<file path="src/rtl/pcd_pkg.sv">
package pcd_pkg;

   // Register selector on the simple bus
   typedef enum logic [1:0] {
      PCD_PORT = 2'd0,
      PCD_MASK = 2'd1,
      PCD_FLAG = 2'd2,
      PCD_CTRL = 2'd3
   } pcd_reg_e;

   localparam int unsigned PCD_ADDR_W = 2;

endpackage

</file>
<file path="src/rtl/pcd_sync.sv">
// Multi-stage synchronizer for the asynchronous pins
module pcd_sync #(
   parameter int unsigned W      = 6,
   parameter int unsigned STAGES = 2
) (
   input  logic         clk,
   input  logic         rst_n,
   input  logic [W-1:0] d_async,
   output logic [W-1:0] q_sync
);

   if (W < 1) begin : g_bad_w
      $error("pcd_sync: W must be at least 1");
   end
   if (STAGES < 2) begin : g_bad_stages
      $error("pcd_sync: STAGES must be at least 2");
   end

   logic [W-1:0] chain [STAGES];

   for (genvar s = 0; s < STAGES; s++) begin : g_stage
      if (s == 0) begin : g_first
         always_ff @(posedge clk or negedge rst_n) begin
            if (!rst_n) chain[s] <= '0;
            else        chain[s] <= d_async;
         end
      end else begin : g_next
         always_ff @(posedge clk or negedge rst_n) begin
            if (!rst_n) chain[s] <= '0;
            else        chain[s] <= chain[s-1];
         end
      end
   end

   assign q_sync = chain[STAGES-1];

endmodule

</file>
<file path="src/rtl/pcd_regs.sv">
// Register decode: pin-enable mask, control bit, strobes and read mux
module pcd_regs
   import pcd_pkg::*;
#(
   parameter int unsigned NPINS = 6,
   parameter int unsigned DW    = 8
) (
   input  logic                  clk,
   input  logic                  rst_n,
   input  logic [PCD_ADDR_W-1:0] bus_addr,
   input  logic                  bus_rd,
   input  logic                  bus_wr,
   input  logic [DW-1:0]         bus_wdata,
   output logic [DW-1:0]         bus_rdata,
   input  logic [NPINS-1:0]      pins_sync,
   input  logic                  flag_q,
   output logic [NPINS-1:0]      pin_mask,
   output logic                  chg_ie,
   output logic                  port_acc,
   output logic                  clr_stb
);

   if (NPINS < 1 || NPINS > DW) begin : g_bad_npins
      $error("pcd_regs: NPINS must be between 1 and DW");
   end

   pcd_reg_e sel;
   logic     hit_port, hit_mask, hit_flag, hit_ctrl;
   logic     unused_wdata;

   assign sel      = pcd_reg_e'(bus_addr);
   assign hit_port = (sel == PCD_PORT);
   assign hit_mask = (sel == PCD_MASK);
   assign hit_flag = (sel == PCD_FLAG);
   assign hit_ctrl = (sel == PCD_CTRL);

   // Any read or write of the port counts as an access
   assign port_acc = hit_port && (bus_rd || bus_wr);
   assign clr_stb  = hit_flag && bus_wr && bus_wdata[0];

   always_ff @(posedge clk or negedge rst_n) begin
      if (!rst_n) begin
         pin_mask <= '0;
         chg_ie   <= 1'b0;
      end else if (bus_wr) begin
         if (hit_mask) pin_mask <= bus_wdata[NPINS-1:0];
         if (hit_ctrl) chg_ie   <= bus_wdata[0];
      end
   end

   always_comb begin
      bus_rdata = '0;
      unique case (sel)
         PCD_PORT: bus_rdata[NPINS-1:0] = pins_sync;
         PCD_MASK: bus_rdata[NPINS-1:0] = pin_mask;
         PCD_FLAG: bus_rdata[0]         = flag_q;
         PCD_CTRL: bus_rdata[0]         = chg_ie;
         default:  bus_rdata            = '0;
      endcase
   end

   assign unused_wdata = ^bus_wdata;

endmodule

</file>
<file path="src/rtl/pcd_refcmp.sv">
// Snapshot latch and per-pin mismatch compare
module pcd_refcmp #(
   parameter int unsigned NPINS = 6
) (
   input  logic             clk,
   input  logic             rst_n,
   input  logic [NPINS-1:0] pins_sync,
   input  logic [NPINS-1:0] pin_mask,
   input  logic             port_acc,
   output logic             mismatch
);

   logic [NPINS-1:0] snap_q;
   logic [NPINS-1:0] diff;

   always_ff @(posedge clk or negedge rst_n) begin
      if (!rst_n)        snap_q <= '0;
      else if (port_acc) snap_q <= pins_sync;
   end

   for (genvar i = 0; i < NPINS; i++) begin : g_pin
      assign diff[i] = pin_mask[i] & (pins_sync[i] ^ snap_q[i]);
   end

   assign mismatch = |diff;

   // the snapshot holds the pins seen during the access cycle
   assert_snap_load_R5: assert property (@(posedge clk) disable iff (!rst_n)
      port_acc |=> (snap_q == $past(pins_sync)));

endmodule

</file>
<file path="src/rtl/pcd_flag.sv">
// Sticky change flag: set has priority over software clear
module pcd_flag (
   input  logic clk,
   input  logic rst_n,
   input  logic set_req,
   input  logic clr_stb,
   output logic flag_q
);

   always_ff @(posedge clk or negedge rst_n) begin
      if (!rst_n)       flag_q <= 1'b0;
      else if (set_req) flag_q <= 1'b1;
      else if (clr_stb) flag_q <= 1'b0;
   end

   assert_set_wins_R4: assert property (@(posedge clk) disable iff (!rst_n)
      set_req |=> flag_q);

   assert_clear_takes_R8: assert property (@(posedge clk) disable iff (!rst_n)
      (clr_stb && !set_req) |=> !flag_q);

endmodule

</file>
<file path="src/rtl/port_change_detect.sv">
module port_change_detect
   import pcd_pkg::*;
#(
   parameter int unsigned NPINS       = 6,
   parameter int unsigned DW          = 8,
   parameter int unsigned SYNC_STAGES = 2
) (
   input  logic                  clk,
   input  logic                  rst_n,
   input  logic [NPINS-1:0]      pin_in,
   input  logic [PCD_ADDR_W-1:0] bus_addr,
   input  logic                  bus_rd,
   input  logic                  bus_wr,
   input  logic [DW-1:0]         bus_wdata,
   output logic [DW-1:0]         bus_rdata,
   input  logic                  glb_int_en,
   output logic                  chg_flag,
   output logic                  chg_irq,
   output logic                  wake_req
);

   if (NPINS < 1 || NPINS > DW) begin : g_bad_cfg
      $error("port_change_detect: NPINS must be between 1 and DW");
   end

   logic [NPINS-1:0] pins_sync;
   logic [NPINS-1:0] pin_mask;
   logic             chg_ie;
   logic             port_acc;
   logic             clr_stb;
   logic             mismatch;
   logic             set_req;

   pcd_sync #(.W(NPINS), .STAGES(SYNC_STAGES)) u_sync (
      .clk     (clk),
      .rst_n   (rst_n),
      .d_async (pin_in),
      .q_sync  (pins_sync)
   );

   pcd_regs #(.NPINS(NPINS), .DW(DW)) u_regs (
      .clk       (clk),
      .rst_n     (rst_n),
      .bus_addr  (bus_addr),
      .bus_rd    (bus_rd),
      .bus_wr    (bus_wr),
      .bus_wdata (bus_wdata),
      .bus_rdata (bus_rdata),
      .pins_sync (pins_sync),
      .flag_q    (chg_flag),
      .pin_mask  (pin_mask),
      .chg_ie    (chg_ie),
      .port_acc  (port_acc),
      .clr_stb   (clr_stb)
   );

   pcd_refcmp #(.NPINS(NPINS)) u_refcmp (
      .clk       (clk),
      .rst_n     (rst_n),
      .pins_sync (pins_sync),
      .pin_mask  (pin_mask),
      .port_acc  (port_acc),
      .mismatch  (mismatch)
   );

   // A port access cycle absorbs any change into the snapshot
   assign set_req = mismatch && !port_acc;

   pcd_flag u_flag (
      .clk     (clk),
      .rst_n   (rst_n),
      .set_req (set_req),
      .clr_stb (clr_stb),
      .flag_q  (chg_flag)
   );

   assign wake_req = chg_flag & chg_ie;
   assign chg_irq  = wake_req & glb_int_en;

   // the flag never rises straight after a port access cycle
   assert_no_rise_on_access_R6: assert property (@(posedge clk) disable iff (!rst_n)
      $rose(chg_flag) |-> $past(!port_acc));

   // with every pin masked off the flag cannot rise
   assert_masked_quiet_R3: assert property (@(posedge clk) disable iff (!rst_n)
      ($past(pin_mask) == '0) |-> !$rose(chg_flag));

endmodule

</file>
<file path="config.mk">
export PLATFORM = sky130hd
export DESIGN_NAME = port_change_detect
export DESIGN_NICKNAME = d
export VERILOG_FILES = /design/src/rtl/pcd_pkg.sv /design/src/rtl/pcd_sync.sv /design/src/rtl/pcd_regs.sv /design/src/rtl/pcd_refcmp.sv /design/src/rtl/pcd_flag.sv /design/src/rtl/port_change_detect.sv
export SDC_FILE = /design/constraint.sdc
export NUM_CORES = 1
export LEC_CHECK = 0
export ABC_AREA = 1
export BUFFER_PORTS_ARGS = -buffer_cell sky130_fd_sc_hd__clkbuf_2
export CAP_MARGIN = 20
export CORE_MARGIN = 2
export CORE_UTILIZATION = 45
export DETAILED_ROUTE_END_ITERATION = 8
export PLACE_DENSITY = 0.74
export SYNTH_ARGS = -nofsm -noshare
export SYNTH_HDL_FRONTEND = slang
export SYNTH_HIERARCHICAL = 1
export SYNTH_SLANG_ARGS = --single-unit
</file>
<file path="constraint.sdc">
create_clock -name clk -period 3.2 [get_ports clk]
set_input_delay 0.32 -clock clk [delete_from_list [all_inputs] [get_ports clk]]
set_output_delay 0.32 -clock clk [all_outputs]
set_load 0.02 [all_outputs]
</file>
# == After elaboration in Yosys (flattened, before gate mapping) ==
# Cells that the tools add are included.
# W data, S select, Z words.
# totals
register_bits,26
inputBits,21
# classes
reduce_logical,11
eq_ne,3
bitwise_logic,14
muxes,4
# op_table
cell,n
$pmux W5 S2,1
$and A1 B1 Y1,8
$reduce_or A6 Y1,1
$xor A1 B1 Y1,6
$eq A2 B2 Y1 const B,2
$logic_and A1 B1 Y1,4
$pmux W1 S4,1
$reduce_and A2 Y1,2
$eq A2 B1 Y1 const B,1
$logic_not A2 Y1,1
$mux W1,2
$reduce_bool A2 Y1,1
$logic_not A1 Y1,1
$logic_or A1 B1 Y1,1

# == Depth between registers and ports, before layout ==
# Gate-level depths: netlist of the first run.
# depth
word_depth,5
ltp_mapped,11
ltp_nobuf,10

# == Modules after synthesis ==
# Netlist of the first run, hierarchy kept.
# by_module_without_submodules
module,area_per_inst_um2,seq_area_each_um2,cells_each,n_inst
pcd_regs,434.2,175.2,63,1
pcd_refcmp,359.1,150.1,46,1
pcd_sync,345.3,300.3,18,1
pcd_flag,40.0,25.0,5,1
port_change_detect,25.0,0.0,6,1

# == Worst setup path after synthesis of the first run ==
# OpenSTA, ideal clock, no wires.
# synth_timing
path_kind,input to register
start,input bus_addr[1]
end,register u_refcmp.snap_q[0]
slack_ns,1.974
path_buffers,1
t_arrival_ns,1.101
t_required_ns,3.075
setup_ns,0.125
stages,4
cell_sequence,nor2_2 > o21a_1 > buf_6 > mux2_4
# synth_via
elab_chain_len,2
# synth_lines
item,line_no,rtl
from (decl),port_change_detect.sv:11,"input logic [PCD_ADDR_W-1:0] bus_addr,"
$logic_not A2 Y1,pcd_regs.sv:32,assign hit_port = (sel == PCD_PORT);
$logic_and A1 B1 Y1,pcd_regs.sv:38,assign port_acc = hit_port && (bus_rd || bus_wr);
net port_acc,port_change_detect.sv:29,logic port_acc;
to (signal assigned),pcd_refcmp.sv:18,else if (port_acc) snap_q <= pins_sync;
to (decl),pcd_refcmp.sv:13,logic [NPINS-1:0] snap_q;
# The timed path passes the listed nets, and every way through them passes these cells.
# A chain may end at the register's enable or synchronous reset.

# == Final worst setup path of the first run ==
# layout_timing
start,input bus_addr[1]
end,output bus_rdata[0]
# layout_via
elab_chain_len,2
word_cells_on_any_way,5
classes_between,eq/ne (3); mux (1); reduce/logical (1)
# layout_lines
item,line_no,rtl
$eq A2 B2 Y1 (tied with other cells),pcd_regs.sv:53,unique case (sel)
$pmux W1 S4 (*),pcd_regs.sv:53,
to (decl),port_change_detect.sv:15,"output logic [DW-1:0] bus_rdata,"
# Every way passes the cells marked *; elsewhere a longest branch is shown, timed or not.

==> qor.yml, run 1 <==
worstMarginPinSlew_ps: 605
final_util: 0.542
antenna_found_initial: 0
area_growth_pct: 12.6
r2r_cells: 8
cts-root-buf: "clkbuf_4"
syn_avg_cell_area_um2: 8.72
r2r_end: "u_flag/flag_q"
max-clock-path-buffers: 2
fin_ws_ps: 1710
dpl_worst_slack_ps: 1480
period_minus_slack_ps: 1490
n_fill_cell: 252
drive_above_1_share: 0.265
die_h_um: 55.7
finalPower_uw: 692
placementRows: 18
fin_crit_sh: 0.465
final_cells: 192
ys_types: 17
grt_first_pass_wirelength_mm: 3.61
tns_ps: 0
h-tree-depth: 1
critPathMaxFanout: 7
clkLatencyLatePin_ps: 320
grt_max_degree: 27
place_hpwl_mm: 1.48
yosysSeqAreaShare: 0.541
worstPathRequired_ps: 2880
critPathArrivalTime_ps: 1170
ios: 32
antenna_cells: 0
powerDensity_nw_per_um2: 510
numCtsBuffers: 3
start_util: 0.481
setup_viol: 0
fp.dieW_um: 55.7
postSynthCellCount: 138
power.leakage_nw: 0.764
globalplace.congestion: 0.784
ys.warnings.count: 6
crit_start: "bus_addr[1]"
ys.flop_type: "dfrtp_1"
rsz0062_at_grt: "no"
dieArea_um2: 3100
drt_iter0_markers: 38
core_area_um2: 2500
worst-r2r-setup-slack_ps: 2100
status: "completed"
grt_pass1_vias: 842
crit_path_end_kind: "output pin"
dp_cells: 187
cts_tree: "built"
start_kind: "primary input"
drv_cap: 0
numPortBuffers: 27
clk_pin_slew_ps: 140
hold_path.class: "primary input to register"
path_class: "primary input to output pin"
yosys-top-cells-area: "dfrtp_1 (54%), nand2_1 (17%), buf_4 (5.0%)"
fmax_mhz: 673
drtPass1Iterations: 4
ys_async_sr_fraction: 1.00
ir_worst_vdd_v: 0.000310
vias: 892
drc: 0
synth.most_common_cell: "nand2_1"
synth_top_area_frac: 0.541
postRouteAntennaNets: 0
routed_via_density: 4.65
max_slew_margin: 0.597
synth_top_area_cell: "dfrtp_1"
synth_edf_count: 0
synth-seq-cells: 26
final_nets: 184
grt.overflow.total: 0
grt_usage: 0.145
rr_startpoint: "u_refcmp/snap_q[3]"
fin_worst_skew_ps: 5.89
finalHoldViolCount: 0
crit_end: "bus_rdata[0]"
wire_per_inst_um: 10.7
drv_slew: 0
synth_common_cells: "nand2_1 (53), dfrtp_1 (26), inv_1 (12), nor2_1 (12)"
routed_wl_mm: 2.06
postCtsSetupBuffers: 0
numClockSinks: 26
syn_area_um2: 1200
[final cells by class]
| cell class | instances | area [um^2] | share of cell area |
|---|---|---|---|
| clock buffers | 4 | 36.3 | 0.0268 |
| multi-input cells | 89 | 427 | 0.315 |
| repair buffers | 28 | 145 | 0.107 |
| well taps | 30 | 37.5 | 0.0277 |
| flip-flops and latches | 26 | 651 | 0.480 |
| inverters | 15 | 58.8 | 0.0434 |
[cell usage in the layout, fill, tap and decap left out]
cell type      instances
clkbuf_8               1
o21ai_0                3
nand2_4                2
nor2_4                 1
inv_1                 12
clkbuf_2              27
inv_4                  1
nand3_1                8
conb_1                 2
nand2_1               53
nor2_2                 2
o21a_1                 1
clkbuf_4               3
inv_2                  2
mux2_4                 4
nor2_1                12
nand4_1                1
dfrtp_1               26
dlygate4sd3_1          1
[cell families after synthesis]
logic type,count (synthesis),synth area share
other,1,0.00312
multiplexers,4,0.0499
buffers and inverters,24,0.108
AO/OA/AOI/OAI,4,0.0187
AND/OR/NAND/NOR,79,0.280
flip-flops,26,0.541
[worst max-delay path, stage by stage]
cell and delay (ps):
clkbuf_2 130, nor2_2 340, nand2_1 110, nand4_1 90, clkbuf_2 170
[where the power goes]
| part | total [mW] | leakage [nW] | switching, mW | internal (mW) |
|---|---|---|---|---|
| Sequential | 0.390 | 0.308 | 0.0258 | 0.364 |
| Clock | 0.166 | 0.0210 | 0.0964 | 0.0697 |
| Combinational | 0.136 | 0.435 | 0.0795 | 0.0564 |
[metrics by stage]
stage | hold slack, ps | area (um^2)
6_report | 86.5 | 1360
5_1_grt | 69.9 | 1360
4_1_cts | 77.4 | 1360
3_5_place_dp | 336 | 1310
3_3_place_gp | 334 | 1310
2_1_floorplan | 24.4 | 1210
[sequential cells by signal (all words and copies together) (netlist names)]
| register | count |
|---|---|
| u_refcmp/snap_q | 6 |
| u_regs/pin_mask | 6 |
| u_sync/chain | 6 |
| u_sync/q_sync | 6 |
| u_flag/flag_q | 1 |
| u_regs/chg_ie | 1 |
[routing by layer]
layer | vias to the layer above | track usage | share of wire
met5 | - | 0 | 0
met4 | 0 | 0.0836 | 0.018
met3 | 4 | 0.0279 | 0.058
met2 | 25 | 0.214 | 0.46
met1 | 406 | 0.199 | 0.46
li1 | 457 | - | -
[how the worst min path moves through the flow]
stage	start	cells past startpoint	to
3_5_place_dp	u_sync/chain[8]	0	u_sync/q_sync[2]
6_report	pin_in[3]	1	u_sync/chain[9]
3_3_place_gp	u_sync/chain[9]	0	u_sync/q_sync[3]
2_1_floorplan	rst_n	0	u_flag/flag_q
5_1_grt	pin_in[5]	1	u_sync/chain[11]
4_1_cts	pin_in[3]	1	u_sync/chain[9]
[repair_timing]
action	CTS	global route
hold buffers	1	0
endpoints found under the hold margin	26	0
gates resized for setup	0	0
No activity file was read; power rests on OpenSTA's default activity.
==> run 2, diff against run 1 <==
--- a/config.mk
+++ b/config.mk
@@ -11,7 +11,7 @@
 export CORE_MARGIN = 2
 export CORE_UTILIZATION = 45
 export DETAILED_ROUTE_END_ITERATION = 8
-export PLACE_DENSITY = 0.74
+export PLACE_DENSITY = 0.77
 export SYNTH_ARGS = -nofsm -noshare
 export SYNTH_HDL_FRONTEND = slang
 export SYNTH_HIERARCHICAL = 1
==> constraint.sdc (replaced) <==
create_clock -name clk -period 1.3 [get_ports clk]
set_input_delay 0.13 -clock clk [delete_from_list [all_inputs] [get_ports clk]]
set_output_delay 0.13 -clock clk [all_outputs]
set_load 0.02 [all_outputs]
==> run 2 against run 1 <==
Utilization is 4.4 points higher. Via count increased by 6.1%. Wire length grew 4.2%. Sequential power rose by 150%. Combinational power rose to 2.7 times the previous value.
==> qor.yml, run 2 (synthesis results as in run 1) <==
wl_met3_um: 107
powerDensity_nw_per_um2: 1170
power.leakage_nw: 0.818
dpl_worst_slack_ps: 87.9
clk_pin_slew_ps: 130
fmax_mhz: 818
cts-root-buf: "clkbuf_4"
grt_usage: 0.155
dpl_cell_area_um2: 1330
start_util: 0.481
period_minus_slack_ps: 1220
min_to: "u_regs/pin_mask[5]"
ir_worst_vdd_v: 0.000798
numCtsBuffers: 3
min_from: "bus_wdata[5]"
worstPathRequired_ps: 1170
drv_cap: 0
h-tree-depth: 1
dr.max_layer_used: "met4"
final_nets: 196
m1WireLength_um: 943
drtPass1Iterations: 4
ios: 32
drive_above_1_share: 0.270
place_hpwl_mm: 1.59
postRouteAntennaNets: 0
globalplace.congestion: 0.758
drv_slew: 0
worstMarginPinSlew_ps: 602
ff_latch_area_um2: 651
clkLatencyLatePin_ps: 310
path_class: "register to output pin"
setup_viol: 0
antenna_found_initial: 0
route.met2.wl_mm: 1.07
antenna_cells: 0
critPathArrivalTime_ps: 1090
r2r_cells: 9
routed_via_density: 4.64
crit_path_end_kind: "output pin"
grt_max_degree: 27
area_growth_pct: 21.7
rsz0062_at_grt: "yes"
worst-r2r-setup-slack_ps: 170
start_kind: "register"
p_int_mw: 1.23
dieArea_um2: 3100
whs_ps: 16.7
max-clock-path-buffers: 2
switching_power_uw: 486
vias: 946
wire_per_inst_um: 10.5
final_area_um2: 1470
finalHoldViolCount: 0
hold_path.class: "primary input to register"
drc: 0
drt_iter0_markers: 27
grt_pass1_vias: 910
numPortBuffers: 27
finalPower_mw: 1.72
final_cell_mix: "nand2_1 (53), clkbuf_2 (26), dfrtp_1 (26)"
status: "completed"
core_area_um2: 2500
grt_first_pass_wirelength_mm: 3.86
n_fill_cell: 225
fin_crit_sh: 0.940
multiInputGateArea_um2: 427
final_common_cell: "nand2_1"
p_comb_frac: 0.214
die_h_um: 55.7
sw_frac_of_total: 0.283
critPathMaxFanout: 4
max_slew_margin: 0.599
fin_worst_skew_ps: 7.74
fin_ws_ps: 77.8
placementRows: 18
grt.overflow.total: 0
seq_power_share: 0.559
min_path_cells: 3
p_clk_frac: 0.227
tns_ps: 0
rr_startpoint: "u_regs/pin_mask[0]"
r2r_end: "u_flag/flag_q"
numClockSinks: 26
routed_wl_mm: 2.15
cts_tree: "built"
fp.dieW_um: 55.7
-- run 2: cell count changes in the layout (fill, tap and decap cells not counted) --
cell and change:
buf_4 +4, clkbuf_2 -1, buf_2 +1, dlygate4sd3_1 +8
-- run 2: final cells by class --
cell class	instances	area share
sequential	26	0.444
multi-input combinational	89	0.291
timing repair buffer	40	0.174
inverter	15	0.0401
tap	30	0.0256
clock buffer	4	0.0248
-- run 2: timing repair --
| item | CTS | global route |
|---|---|---|
| endpoints found under the hold margin | 34 | 0 |
| buffers inserted | 0 | 1 |
| resized for setup | 0 | 1 |
| endpoints found under the setup margin | 0 | 1 |
| hold buffers | 9 | 0 |
-- run 2: power by group through the flow --
stage | clock, mW | sequential, mW | combinational (mW)
after detailed placement | 0 | 0.977 | 0.342
after floorplan | 0 | 0.957 | 0.252
after global routing | 0.451 | 0.977 | 0.415
after global placement | 0 | 0.970 | 0.330
final | 0.390 | 0.961 | 0.368
after CTS | 0.408 | 0.961 | 0.365
-- run 2: layer usage --
metal / vias up / global-route usage
li1: 479 / -
met1: 432 / 0.198
met2: 31 / 0.265
met3: 4 / 0.0163
met4: 0 / 0.0697
met5: - / 0
-- run 2: how the worst max path moves through the flow --
stage / slack (ps) / depth (start not counted) / end / from
after floorplan: 260 / 4 / u_refcmp/snap_q[0] / bus_addr[1]
after global placement: 120 / 4 / u_refcmp/snap_q[2] / bus_addr[1]
after detailed placement: 90 / 4 / u_refcmp/snap_q[2] / bus_addr[1]
after CTS: 50 / 3 / bus_rdata[0] / u_flag/flag_q
after global routing: -10 / 3 / bus_rdata[0] / u_flag/flag_q
final: 80 / 3 / bus_rdata[0] / u_flag/flag_q
-- run 2: through the flow --
step / cells / util
floorplan: 139 / -
global placement: 190 / 0.533
detailed placement: 190 / 0.533
CTS: 203 / 0.583
global route: 204 / 0.586
finish: 204 / 0.586
-- run 2: critical path, cell delays in order (launching register included) --
cell	delay [ps]
dfrtp_1	430
nand3_1	100
nand4_1	90
buf_2	170
